<file path="src/rtl/host_pkt_router_pkg.sv">
package host_pkt_router_pkg;
  localparam int unsigned OP_W   = 8;
  localparam int unsigned HDR_W  = 16;
  localparam logic [OP_W-1:0]  OPC_MEM_RW = 8'h02;
  localparam logic [HDR_W-1:0] RSP_HDR    = 16'hBBBB;

  typedef enum logic [1:0] {
    RX_NONE = 2'd0,
    RX_FWD  = 2'd1,
    RX_HOLD = 2'd2,
    RX_DROP = 2'd3
  } rx_action_e;
endpackage

</file>
<file path="src/rtl/hpr_rx_decode.sv">
module hpr_rx_decode
  import host_pkt_router_pkg::*;
#(
  parameter int unsigned PKT_W  = 512,
  parameter int unsigned CMD_W  = 280
) (
  input  logic [PKT_W-1:0] pkt_i,
  input  logic             empty_i,
  input  logic             dst_full_i,
  output logic             pop_o,
  output logic             push_o,
  output logic             drop_o,
  output logic [CMD_W-1:0] cmd_o
);
  logic [OP_W-1:0] opcode;
  rx_action_e      act;
  logic            unused_pad;

  assign opcode     = pkt_i[PKT_W-1 -: OP_W];
  assign cmd_o      = pkt_i[CMD_W-1:0];
  assign unused_pad = ^pkt_i[PKT_W-OP_W-1:CMD_W];

  always_comb begin
    if (empty_i)                  act = RX_NONE;
    else if (opcode != OPC_MEM_RW) act = RX_DROP;
    else if (dst_full_i)          act = RX_HOLD;
    else                          act = RX_FWD;
  end

  assign push_o = (act == RX_FWD);
  assign drop_o = (act == RX_DROP);
  assign pop_o  = push_o | drop_o;
endmodule

</file>
<file path="src/rtl/hpr_tx_wrap.sv">
module hpr_tx_wrap
  import host_pkt_router_pkg::*;
#(
  parameter int unsigned PKT_W  = 512,
  parameter int unsigned DATA_W = 256
) (
  input  logic [DATA_W-1:0] rsp_i,
  input  logic              empty_i,
  input  logic              dst_full_i,
  output logic              pop_o,
  output logic              push_o,
  output logic [PKT_W-1:0]  pkt_o
);
  localparam int unsigned PAD_W = PKT_W - HDR_W - DATA_W;

  assign push_o = ~empty_i & ~dst_full_i;
  assign pop_o  = push_o;
  assign pkt_o  = {RSP_HDR, {PAD_W{1'b0}}, rsp_i};
endmodule

</file>
<file path="src/rtl/hpr_sat_counter.sv">
module hpr_sat_counter #(
  parameter int unsigned W = 8
) (
  input  logic         clk_i,
  input  logic         rst_ni,
  input  logic         inc_i,
  output logic [W-1:0] cnt_o
);
  always_ff @(posedge clk_i or negedge rst_ni) begin
    if (!rst_ni)                cnt_o <= '0;
    else if (inc_i && ~&cnt_o)  cnt_o <= cnt_o + 1'b1;
  end
endmodule

</file>
<file path="src/rtl/host_pkt_router.sv">
module host_pkt_router
  import host_pkt_router_pkg::*;
#(
  parameter int unsigned PKT_W  = 512,
  parameter int unsigned DATA_W = 256,
  parameter int unsigned ADDR_W = 23,
  parameter int unsigned ERR_W  = 8,
  localparam int unsigned CMD_W = DATA_W + ADDR_W + 1
) (
  input  logic              clk_i,
  input  logic              rst_ni,
  input  logic [PKT_W-1:0]  cmd_in_data_i,
  input  logic              cmd_in_empty_i,
  output logic              cmd_in_pop_o,
  output logic [CMD_W-1:0]  mem_cmd_data_o,
  input  logic              mem_cmd_full_i,
  output logic              mem_cmd_push_o,
  input  logic [DATA_W-1:0] rsp_data_i,
  input  logic              rsp_empty_i,
  output logic              rsp_pop_o,
  output logic [PKT_W-1:0]  host_data_o,
  input  logic              host_full_i,
  output logic              host_push_o,
  output logic [ERR_W-1:0]  err_count_o
);
  logic drop;

  hpr_rx_decode #(.PKT_W(PKT_W), .CMD_W(CMD_W)) u_rx (
    .pkt_i      (cmd_in_data_i),
    .empty_i    (cmd_in_empty_i),
    .dst_full_i (mem_cmd_full_i),
    .pop_o      (cmd_in_pop_o),
    .push_o     (mem_cmd_push_o),
    .drop_o     (drop),
    .cmd_o      (mem_cmd_data_o)
  );

  hpr_tx_wrap #(.PKT_W(PKT_W), .DATA_W(DATA_W)) u_tx (
    .rsp_i      (rsp_data_i),
    .empty_i    (rsp_empty_i),
    .dst_full_i (host_full_i),
    .pop_o      (rsp_pop_o),
    .push_o     (host_push_o),
    .pkt_o      (host_data_o)
  );

  hpr_sat_counter #(.W(ERR_W)) u_err (
    .clk_i  (clk_i),
    .rst_ni (rst_ni),
    .inc_i  (drop),
    .cnt_o  (err_count_o)
  );
endmodule

</file>
<file path="config.mk">
export PLATFORM = sky130hd
export DESIGN_NAME = host_pkt_router
export DESIGN_NICKNAME = d
export VERILOG_FILES = /design/src/rtl/host_pkt_router_pkg.sv /design/src/rtl/hpr_rx_decode.sv /design/src/rtl/hpr_tx_wrap.sv /design/src/rtl/hpr_sat_counter.sv /design/src/rtl/host_pkt_router.sv
export SDC_FILE = /design/constraint.sdc
export NUM_CORES = 1
export LEC_CHECK = 0
export BUFFER_PORTS_ARGS = -buffer_cell sky130_fd_sc_hd__buf_2
export CAP_MARGIN = 30
export CORE_AREA = 2 2 609 611
export CTS_CLUSTER_DIAMETER = 60
export CTS_CLUSTER_SIZE = 10
export DETAILED_ROUTE_END_ITERATION = 10
export DIE_AREA = 0 0 611 613
export PLACE_DENSITY = 0.3
export SLEW_MARGIN = 30
export SYNTH_ARGS = -nofsm -noshare
export SYNTH_HDL_FRONTEND = slang
export SYNTH_SLANG_ARGS = --single-unit
</file>
<file path="constraint.sdc">
create_clock -name clk_i -period 1.3 [get_ports clk_i]
set_input_delay 0.26 -clock clk_i [delete_from_list [all_inputs] [get_ports clk_i]]
set_output_delay 0.26 -clock clk_i [all_outputs]
set_load 0.02 [all_outputs]
</file>
### After elaboration in Yosys (flattened, before gate mapping)

Cells that the tools add are included.

| storage, ports and cells | value |
|---|---|
| register bits | 8 |

| operators by class | value |
|---|---|
| equal/unequal tests | 3 |
| $add $sub $neg | 1 |
| reductions and logical operators | 3 |
| muxes and demuxes | 3 |
| bitwise operators | 4 |

Operators with widths:

| operator | number |
|---|---|
| adder 8 x 1 -> 8 bit, second input constant | 1 |
| inequality test 8 x 2 -> 1 bit, second input constant | 1 |
| AND reduction 8 bit | 1 |
| two-way mux 2 bit | 3 |
| == test 2 x 1 -> 1 bit, second input constant | 1 |
| == test 2 bit, second input constant | 1 |
| inverter 1 bit | 2 |
| bitwise AND 1 bit | 1 |
| logical AND 1 bit | 1 |
| zero test 1 bit | 1 |
| bitwise OR 1 bit | 1 |

### Logic depth before layout (Yosys ltp)

| depth | value |
|---|---|
| depth after elaboration | 5 |
| mapped depth | 5 |
| depth with buffers taken out | 5 |

### Cells and area by module

A second synthesis with hierarchy kept.

| unflattened totals | value |
|---|---|
| cell total of the unflattened synthesis | 837 |
| area total of the unflattened synthesis | 6421.2 um^2 |

By module, submodules not included:

| module | instances | cells an instance | area an instance (um^2) |
|---|---|---|---|
| hpr_tx_wrap | 1 | 516 | 3862.5 |
| hpr_rx_decode | 1 | 286 | 2168.3 |
| hpr_sat_counter | 1 | 35 | 390.4 |

### Worst setup path before layout

No wires, ideal clock.

| timing path | value |
|---|---|
| kind | register to register |
| start | reg u_err.cnt_o[3] |
| end | reg u_err.cnt_o[1] |
| required time | 1.175 ns |
| buffers on the path | 0 |
| cell stages (with the launch flop) | 5 |
| slack | -0.201 ns |
| data arrival time | 1.376 ns |
| path through | dfrtp_1 and4_4 nand4_4 and2_4 mux2_4 |

| between the ends | value |
|---|---|
| longest elaborated chain between the ends | 3 |

Ends and longest elaborated chain:

| item | RTL line | text |
|---|---|---|
| from (decl) | hpr_sat_counter.sv:7 | `output logic [W-1:0] cnt_o` |
| from (signal assigned) | hpr_sat_counter.sv:11 | `else if (inc_i && ~&cnt_o) cnt_o <= cnt_o + 1'b1;` |
| AND reduction 8 bit | hpr_sat_counter.sv:11 |  |
| zero test 1 bit | hpr_sat_counter.sv:11 |  |
| logical AND 1 bit | hpr_sat_counter.sv:11 |  |

No other way between the ends.
A chain may end at the register's enable or synchronous reset.

### Worst setup path after layout

| timing path | value |
|---|---|
| start | in cmd_in_data_i[507] |
| end | out mem_cmd_push_o |

| between the ends | value |
|---|---|
| longest elaborated chain between the ends | 4 |

Ends and longest elaborated chain:

| item | RTL line | text |
|---|---|---|
| from (decl) | host_pkt_router.sv:12 | `input logic [PKT_W-1:0] cmd_in_data_i,` |
| inequality test 8 x 2 -> 1 bit | hpr_rx_decode.sv:25 | `else if (opcode != OPC_MEM_RW) act = RX_DROP;` |
| two-way mux 2 bit | hpr_rx_decode.sv:25 |  |
| two-way mux 2 bit | hpr_rx_decode.sv:24 | `if (empty_i) act = RX_NONE;` |
| == test 2 x 1 -> 1 bit | hpr_rx_decode.sv:30 | `assign push_o = (act == RX_FWD);` |
| to (decl) | host_pkt_router.sv:17 | `output logic mem_cmd_push_o,` |

No other way between the ends.

==> impl_results.md <==
* Status: complete, but fails checks
* Failing checks: negative setup slack
* Mapped Cells at 835
* Startpoint types: input pin
* Ports at 1,578
* Maximum VDD drop at 0.000355 V
* Register area share after synthesis at 0.0311
* Synthesized cell area at 0.00643 mm^2
* Max FO, Critical Path at 3
* Hold endpoint: u_err.cnt_o[6]$_DFFE_PN0P_
* CTS root buf: clkbuf_16
* FF-to-FF End: u_err.cnt_o[1]$_DFFE_PN0P_
* Largest regs: u_err.cnt_o: 8 flops
* Die Ht at 613 um
* Vias per inst at 0.519
* Fillers at 44,100
* Post-DP Area at 0.00770 mm^2
* Slew Viols, Final at 0
* Max FFs per register at 8
* R2R Setup Slk at 0.05 ns
* Fmax at 735 MHz
* PD cells at 321 mW/mm^2
* Final worst path period share at 1.05
* RD Place Congestion at 0.563
* Critical Path Sink Type: output port
* Clk slew on worst S/H paths at 0.04 ns
* Min setup slack post-route at -0.0599 ns
* Placed cell count at 5,168
* Core area at 0.368 mm^2
* Nets at 1,113
* Final ANT Viol Nets at 0
* Layout cell share with drive strength beyond 1 at 0.160
* Num rows at 223
* Routed WL at 186 mm
* First-pass GRT wire length at 190 mm
* Vias in the first global route at 1,983
* Final setup violation count at 1
* Largest net degree at the start of global routing at 9
* Hold Slack at 0.509 ns
* Global router's overall resource usage at 0.0948
* Pwr Total at 2.51 mW
* Hold Crit Depth at 4
* Data arrival, critical path at 1.10 ns
* Die area at 0.375 mm^2
* Initial DRC count at 128
* RR Startpoint: u_err.cnt_o[1]$_DFFE_PN0P_
* Yosys cell types at 22
* Worst reg-to-reg path cell count at 4
* Final Hold Viols at 0
* Drt drc at 0
* H-tree Lvls at 1
* CTS buffer count at 3
* Fin cells at 5,174
* Synth warn at 0
* TritonCTS clock tree: built
* Fin crit period at 1.36 ns
* # clock sinks at 8
* Final setup TNS at -0.0599 ns
* P&R area growth vs syn at 21.8%
* Routed len/inst at 35.9 um
* Clock buffer depth at 2
* Synth top area share at 0.926
* Layout Skew at 0.00154 ns
* ANT cells at 0
* Total congestion overflow at 0
* Starting Density at 0.0175
* MaxCap Viol Count at 0
* RSZ-0062 raised after global routing: true
* Initial DRT Pass Iterations at 4
* Lkg Pwr at 1.23 nW
* Half-perimeter wire length after placement at 179 mm
* Design Area, Final at 0.00783 mm^2
* Antenna violations before repair at 5
* Synth area leaders: buf_4 93%, dfrtp_1 3.1%, xnor2_1 0.55%
* Top reg by flops: u_err.cnt_o
* Post-synthesis register bit count at 8
* Port bufs at 25
* Worst hold start: cmd_in_empty_i
* Die W at 611 um
* Syn_area_per_cell at 7.70 um^2
* Via count at 2,683
* Cell taking the most area after synthesis: buf_4
* Later-pin clock latency in the skew report at 0.23 ns
* Setup CP Type: in -> out
* Worst Path Required at 1.04 ns
* HP Class: in -> reg
cell type report:
type	count	area [um^2]	share of cell area
well taps	4837	6050	0.773
multi-input cells	288	1240	0.159
repair buffers	37	245	0.0313
flip-flops and latches	8	208	0.0265
clock buffers	4	78.8	0.0101
routing by layer:
metal  track usage  vias up  share of wire
met1        0.0208      796          0.076
met4        0.0279       14          0.035
li1              -      486              -
met3         0.166      148           0.37
met2         0.173     1239           0.51
met5        0.0105        -         0.0029
where the power goes:
part	internal, mW	switching (mW)	total [mW]
sequential	0.375	0.103	0.478
clock	0.410	0.137	0.547
combinational	0.397	1.09	1.48
synth_stat cells, drive strengths merged:
cell   number
nand4       2
and3        3
conb        2
nor4b       1
dfrtp       8
nand2       2
nor3        1
and4        1
nor2        2
xnor2       4
xor2        1
mux2        1
nor2b       1
a31oi       3
nand3       4
buf       793
a21oi       3
and2        1
ha          1
nor4        1
kinds of logic (layout without fill, tap and decap cells):
kind of cell,Yosys count,in the layout,share of synthesized area
flip-flops,8,8,0.0311
AO/OA/AOI/OAI,6,6,0.00584
multiplexers,1,1,0.00234
adder cells (fa/ha/maj),1,1,0.00195
other,2,256,0.00117
buffers and inverters,793,41,0.926
AND/OR/NAND/NOR,19,19,0.0245
XOR/XNOR,5,5,0.00681
through the flow:
step	utilization	setup WS, ns
after floorplan	-	-0.0756
after global routing	0.0213	-0.147
after CTS	0.0213	-0.0673
after detailed placement	0.0210	-0.153
final	0.0213	-0.0599
after global placement	0.0210	-0.147
repair_timing:
| action | CTS | global route |
|---|---|---|
| hold buffers | 1 | 0 |
| endpoints found under the setup margin | 1 | 3 |
| endpoints found under the hold margin | 8 | 0 |
| pin swaps | 1 | 5 |
| setup buffers | 1 | 0 |
| gates resized for setup | 4 | 2 |
how the worst max path moves through the flow:
stage / start / endpoint / slack [ns] / cells past startpoint
floorplan: u_err.cnt_o[3]$_DFFE_PN0P_ / u_err.cnt_o[1]$_DFFE_PN0P_ / -0.08 / 4
global placement: cmd_in_data_i[509] / mem_cmd_push_o / -0.15 / 5
detailed placement: cmd_in_data_i[509] / mem_cmd_push_o / -0.15 / 5
CTS: cmd_in_data_i[504] / mem_cmd_push_o / -0.07 / 5
global route: cmd_in_data_i[507] / mem_cmd_push_o / -0.15 / 5
finish: cmd_in_data_i[507] / mem_cmd_push_o / -0.06 / 5
cell usage in the layout (no fill, tap or decap), types with 3 or more instances in the layout:
cell type / n
conb_1: 256
buf_2: 20
buf_4: 12
dfrtp_2: 6
xnor2_1: 4
nand3_1: 4
buf_6: 4
a31oi_1: 3
and3_1: 3
clkbuf_16: 3
worst max-delay path, stage by stage:
cell and delay [ns]:
buf_6 0.09, nor4b_4 0.33, nand2_1 0.10, nor3_2 0.14
buf_6 0.17
Note: power is estimated with default switching activity, not from simulation.
